==> src/rtl/cardrt_pkg.sv <==
package cardrt_pkg;
  localparam logic [1:0] ADDR_ACT = 2'd0;
  localparam logic [1:0] ADDR_SEL = 2'd1;
  localparam logic [1:0] ADDR_MAP = 2'd2;

  localparam logic [1:0] MAP_NONE = 2'b00;
  localparam logic [1:0] MAP_C0   = 2'b01;
  localparam logic [1:0] MAP_C1   = 2'b10;
  localparam logic [1:0] MAP_BAD  = 2'b11;

  localparam int N_LC = 2;
  localparam int N_CH = 2;
endpackage

==> src/rtl/cardrt_cfg_regs.sv <==
module cardrt_cfg_regs
  import cardrt_pkg::*;
#(
  parameter int SEL_W = 2,
  parameter int CFG_W = 4
) (
  input  logic             clk,
  input  logic             rst,
  input  logic             we,
  input  logic [1:0]       addr,
  input  logic [CFG_W-1:0] wdata,
  output logic             act0,
  output logic             act1,
  output logic [SEL_W-1:0] sel,
  output logic [1:0]       rx_map,
  output logic [1:0]       tx_map
);
  always_ff @(posedge clk) begin
    if (rst) begin
      act0   <= 1'b0;
      act1   <= 1'b0;
      sel    <= '0;
      rx_map <= MAP_NONE;
      tx_map <= MAP_NONE;
    end else if (we) begin
      case (addr)
        ADDR_ACT: begin
          act0 <= wdata[0];
          act1 <= wdata[1];
        end
        ADDR_SEL: begin
          // the select is frozen while logical card 1 is live
          if (!act1) sel <= wdata[SEL_W-1:0];
        end
        ADDR_MAP: begin
          rx_map <= wdata[1:0];
          tx_map <= wdata[3:2];
        end
        default: ;
      endcase
    end
  end
endmodule

==> src/rtl/cardrt_port_mux.sv <==
module cardrt_port_mux #(
  parameter int N_SIM = 4,
  parameter int SEL_W = 2
) (
  input  logic             clk,
  input  logic             rst,
  input  logic             act0,
  input  logic             act1,
  input  logic [SEL_W-1:0] sel,
  input  logic [1:0]       lc_clk,
  input  logic [1:0]       lc_io,
  output logic [1:0]       lc_io_in,
  output logic             main_clk,
  output logic             main_io,
  input  logic             main_io_in,
  output logic [N_SIM-1:0] sim_clk,
  output logic [N_SIM-1:0] sim_io,
  input  logic [N_SIM-1:0] sim_io_in
);
  logic sim_ret;

  always_comb begin
    sim_ret = 1'b1;
    for (int i = 0; i < N_SIM; i++) begin
      if (sel == SEL_W'(i)) sim_ret = sim_io_in[i];
    end
  end

  always_ff @(posedge clk) begin
    if (rst) begin
      main_clk <= 1'b0;
      main_io  <= 1'b1;
      lc_io_in <= 2'b11;
    end else begin
      main_clk    <= act0 & lc_clk[0];
      main_io     <= act0 ? lc_io[0] : 1'b1;
      lc_io_in[0] <= act0 ? main_io_in : 1'b1;
      lc_io_in[1] <= act1 ? sim_ret : 1'b1;
    end
  end

  for (genvar g = 0; g < N_SIM; g++) begin : g_sim
    logic hit;
    assign hit = act1 && (sel == SEL_W'(g));
    always_ff @(posedge clk) begin
      if (rst) begin
        sim_clk[g] <= 1'b0;
        sim_io[g]  <= 1'b1;
      end else begin
        sim_clk[g] <= hit & lc_clk[1];
        sim_io[g]  <= hit ? lc_io[1] : 1'b1;
      end
    end
  end
endmodule

==> src/rtl/cardrt_dma_lane.sv <==
module cardrt_dma_lane
  import cardrt_pkg::*;
(
  input  logic       clk,
  input  logic       rst,
  input  logic [1:0] map,
  input  logic [1:0] lc_req,
  input  logic       ch_ack,
  output logic       ch_req,
  output logic [1:0] lc_ack,
  output logic       err
);
  always_ff @(posedge clk) begin
    if (rst) begin
      ch_req <= 1'b0;
      lc_ack <= 2'b00;
      err    <= 1'b0;
    end else begin
      err <= (map == MAP_BAD);
      case (map)
        MAP_C0: begin
          ch_req <= lc_req[0];
          lc_ack <= {1'b0, ch_ack};
        end
        MAP_C1: begin
          ch_req <= lc_req[1];
          lc_ack <= {ch_ack, 1'b0};
        end
        default: begin
          ch_req <= 1'b0;
          lc_ack <= 2'b00;
        end
      endcase
    end
  end
endmodule

==> src/rtl/cardrt_router.sv <==
module cardrt_router
  import cardrt_pkg::*;
#(
  parameter  int N_SIM = 4,
  localparam int SEL_W = (N_SIM > 1) ? $clog2(N_SIM) : 1,
  localparam int CFG_W = (SEL_W > 4) ? SEL_W : 4
) (
  input  logic             clk,
  input  logic             rst,
  input  logic             cfg_we,
  input  logic [1:0]       cfg_addr,
  input  logic [CFG_W-1:0] cfg_wdata,
  input  logic [1:0]       lc_clk,
  input  logic [1:0]       lc_io,
  output logic [1:0]       lc_io_in,
  output logic             main_clk,
  output logic             main_io,
  input  logic             main_io_in,
  output logic [N_SIM-1:0] sim_clk,
  output logic [N_SIM-1:0] sim_io,
  input  logic [N_SIM-1:0] sim_io_in,
  input  logic [1:0]       lc_rx_req,
  input  logic [1:0]       lc_tx_req,
  output logic [1:0]       lc_rx_ack,
  output logic [1:0]       lc_tx_ack,
  output logic             dma_rx_req,
  output logic             dma_tx_req,
  input  logic             dma_rx_ack,
  input  logic             dma_tx_ack,
  output logic [1:0]       cfg_err
);
  logic             act0_q, act1_q;
  logic [SEL_W-1:0] sel_q;
  logic [1:0]       rx_map_q, tx_map_q;

  cardrt_cfg_regs #(.SEL_W(SEL_W), .CFG_W(CFG_W)) u_regs (
    .clk(clk), .rst(rst), .we(cfg_we), .addr(cfg_addr), .wdata(cfg_wdata),
    .act0(act0_q), .act1(act1_q), .sel(sel_q),
    .rx_map(rx_map_q), .tx_map(tx_map_q)
  );

  cardrt_port_mux #(.N_SIM(N_SIM), .SEL_W(SEL_W)) u_mux (
    .clk(clk), .rst(rst), .act0(act0_q), .act1(act1_q), .sel(sel_q),
    .lc_clk(lc_clk), .lc_io(lc_io), .lc_io_in(lc_io_in),
    .main_clk(main_clk), .main_io(main_io), .main_io_in(main_io_in),
    .sim_clk(sim_clk), .sim_io(sim_io), .sim_io_in(sim_io_in)
  );

  // channel 0 is receive, channel 1 is transmit
  logic [N_CH-1:0][1:0] ch_map, ch_lc_req, ch_lc_ack;
  logic [N_CH-1:0]      ch_ack, ch_req;

  assign ch_map    = {tx_map_q, rx_map_q};
  assign ch_lc_req = {lc_tx_req, lc_rx_req};
  assign ch_ack    = {dma_tx_ack, dma_rx_ack};

  for (genvar c = 0; c < N_CH; c++) begin : g_lane
    cardrt_dma_lane u_lane (
      .clk(clk), .rst(rst), .map(ch_map[c]), .lc_req(ch_lc_req[c]),
      .ch_ack(ch_ack[c]), .ch_req(ch_req[c]), .lc_ack(ch_lc_ack[c]),
      .err(cfg_err[c])
    );
  end

  assign dma_rx_req = ch_req[0];
  assign dma_tx_req = ch_req[1];
  assign lc_rx_ack  = ch_lc_ack[0];
  assign lc_tx_ack  = ch_lc_ack[1];
endmodule

==> config.mk <==
export PLATFORM = sky130hd
export DESIGN_NAME = cardrt_router
export DESIGN_NICKNAME = d
export VERILOG_FILES = /design/src/rtl/cardrt_pkg.sv /design/src/rtl/cardrt_cfg_regs.sv /design/src/rtl/cardrt_port_mux.sv /design/src/rtl/cardrt_dma_lane.sv /design/src/rtl/cardrt_router.sv
export SDC_FILE = /design/constraint.sdc
export NUM_CORES = 1
export LEC_CHECK = 0
export BUFFER_PORTS_ARGS = -buffer_cell sky130_fd_sc_hd__buf_2
export CORE_ASPECT_RATIO = 0.6
export CORE_UTILIZATION = 45
export CTS_CLUSTER_DIAMETER = 50
export CTS_CLUSTER_SIZE = 20
export DETAILED_ROUTE_END_ITERATION = 8
export HOLD_SLACK_MARGIN = 0.03
export PLACE_DENSITY_LB_ADDON = 0.08
export SYNTH_ARGS = -nofsm -noshare
export SYNTH_HDL_FRONTEND = slang
export SYNTH_SLANG_ARGS = --single-unit
==> constraint.sdc <==
create_clock -name clk -period 2.25 [get_ports clk]
set_input_delay 0 -clock clk [delete_from_list [all_inputs] [get_ports clk]]
set_output_delay 0 -clock clk [all_outputs]
set_load 0.01 [all_outputs]
==> flow_summary.ini <==
[synth]
synth_seq_cells = 28
synth.cell_area_um2 = 1060
synth_most_common_cell = dfxtp_1
synth_top_area_share_pct = 52.7
yosysTopAreaCell = dfxtp_1
yosys_warnings = 0
yosysUniqueCellTypes = 23
synthTopCellsByCount = dfxtp_1 (28), nand2b_1 (13), mux2i_1 (8)
synth_edf_count = 0
syn_inst = 97
yosysSeqAreaShare_pct = 52.7
syn-num-nets = 127
synth_flop_cell = dfxtp_1
synthTopCellsByArea = dfxtp_1 (53%), nand2b_1 (7.6%), mux2i_1 (7.5%)
avgSynthCellArea_um2 = 11.0
synthArstFlopShare_pct = 0

[placement]
dp_slack_ps = 1010
dp_hpwl_um = 1400
dp_cells = 165
place.gp.congestion = 0.743
port_buffers = 43

[timing]
fin_skew_ps = 3.23
worst_slack_ps = 700
period_needed_ps = 1550
fmax_mhz = 645
setup_tns_ps = 0
finalHoldViolCount = 0
drv_slew = 0
finalSetupViolations = 0
post-route-period-util_pct = 68.9
worstMarginPinSlew_ps = 414
rsz0062_at_grt = no
relSlewSlack_pct = 72.4

[finish]
fill_cells = 183
fin_cells = 180
syn_to_final_growth_pct = 36.8
antennaDiodeCount = 0
drive_gt1_share_pct = 33.3
post-route-util_pct = 66.3
nNetsFinal = 181

[clock_tree]
clk_pin_slew_worst_paths_ps = 90
cts_tree = yes
root_buffer = clkbuf_8
numClockSinks = 28
cts_buffers = 3
clockBufferDepth = 2
clk_latency_ps = 270
cts-htree-levels = 1
post_cts_buffers = 0

[power_and_ir_drop]
ir_worst_vdd_mv = 0.451
p_leak_nw = 0.642
power.total_uw = 890
p_per_area_nw_per_um2 = 612

[routing]
drtAntennaViolNets = 0
num_vias = 821
wl_per_cell_um = 11.1
wirelength_um = 1990
remaining_drc_errors = 0
post_drt_via_cell_ratio = 4.56
drtPass1Iterations = 4
drt_iter0_drc = 26

[global_routing]
grt_pass1_vias = 670
grt_antenna_before_repair = 0
use_met1_pct = 21.1
met3_usage_pct = 7.56
grt_max_degree = 26
grtUsageMet2_pct = 27.6
overflow = 0
grtUsageTotal_pct = 17.8
grt_pass1_wl_um = 3060
grt.busiest_layer = met2

[die]
die_h_um = 39.7
dieArea_um2 = 2570
start_util_pct = 48.4
coreArea_um2 = 2200
die_w_um = 64.8
std_cell_rows = 13
ios = 44

[setup_path]
cp-start-kind = flop
required_ps = 2400
r2r_slack_ps = 700
cp_max_fo = 4
reg2regPathDepth = 5
arrival_ps = 1700
worst_r2r_startpoint = u_regs.rx_map[0]
rr_endpoint = g_lane[0].u_lane.ch_req
path_class = reg2reg
worstSetupEndpointType = flop

[run_status]
status = complete, no violations

[min_path]
hold_path_startpoint = cfg_addr[0]
hold_path_depth = 3
hold_class = in2reg
holdPathEnd = u_regs.act1

[flow_run]
drv_cap = 0
registers in the layout, indices dropped and copies added, names as in the netlist:
signal                flops
u_mux.lc_io_in            2
u_regs.sel                2
u_regs.act0               1
u_regs.act1               1
u_regs.tx_map             2
u_mux.main_io             1
g_lane.u_lane.lc_ack      4
g_lane.u_lane.ch_req      2
u_mux.sim_clk             4
u_regs.rx_map             2
u_mux.main_clk            1
u_mux.sim_io              4
g_lane.u_lane.err         2
layout make-up:
cell class / instances / area (µm²) / share of cell area [%]
sequential: 28 / 561 / 38.5
multi-input combinational: 60 / 462 / 31.7
timing repair buffer: 54 / 325 / 22.4
clock buffer: 4 / 55.1 / 3.78
tap: 30 / 37.5 / 2.58
inverter: 4 / 15.0 / 1.03
critical path: stages, from the launching register on:
cell           delay (ps)
dfxtp_1               390
inv_1                  60
ha_1                  210
a22oi_1               160
dlygate4sd3_1         570
nor3_1                 40
kinds of logic after synthesis:
family	count (synthesis)	synth area share [%]
buffers and inverters	9	3.88
AND/OR/NAND/NOR	43	25.3
adder cells (fa/ha/maj)	6	7.06
flip-flops	28	52.7
AO/OA/AOI/OAI	2	1.41
multiplexers	9	9.65
placed cells by master, fill, tap and decap left out:
master         instances
a22oi_1                2
nor2b_2                1
inv_1                  4
nor3_1                 5
ha_1                   6
and2_1                 1
nor4bb_1               1
buf_2                 43
mux2i_1                8
or2_1                  1
nor2_1                 3
dlygate4sd3_1         11
dfxtp_1               28
nand2b_1              13
nand3_1                1
and3b_1                4
or2b_1                 1
and4bb_2               1
nand3b_1               1
nand2_1                5
clkbuf_8               4
nor3b_1                2
mux4_2                 1
nor2b_1                3
stage by stage:
step                      area (µm²)  hold slack [ps]
after floorplan                 1060              101
after global routing            1460             63.5
after CTS                       1460             39.3
after detailed placement        1290              185
after global placement          1290              182
final                           1460             48.5
metal layers:
| layer | vias up | part of all wire (%) |
|---|---|---|
| met5 | - | 0 |
| met3 | 5 | 7.3 |
| met1 | 355 | 48 |
| li1 | 427 | - |
| met4 | 0 | 1.9 |
| met2 | 34 | 43 |
worst max-delay path by stage:
stage	startpoint	endpoint
6_report	u_regs.rx_map[0]	g_lane[0].u_lane.ch_req
5_1_grt	u_regs.rx_map[0]	g_lane[0].u_lane.ch_req
4_1_cts	u_regs.rx_map[0]	g_lane[0].u_lane.ch_req
3_5_place_dp	u_regs.sel[0]	u_mux.lc_io_in[1]
3_3_place_gp	u_regs.sel[0]	u_mux.lc_io_in[1]
2_1_floorplan	u_regs.sel[0]	u_mux.lc_io_in[1]
timing repair:
item | 4_1_cts | 5_1_grt
hold endpoints to repair | 16 | 0
setup endpoints to repair | 0 | 0
resized for setup | 0 | 0
hold buffers | 11 | 0
power by group:
part           leakage (nW)  internal [mW]  switching (mW)
Clock                0.0288          0.157           0.150
Sequential            0.226          0.502         0.00643
Combinational         0.386         0.0463          0.0293
Note: power is estimated with default switching activity, not from simulation.
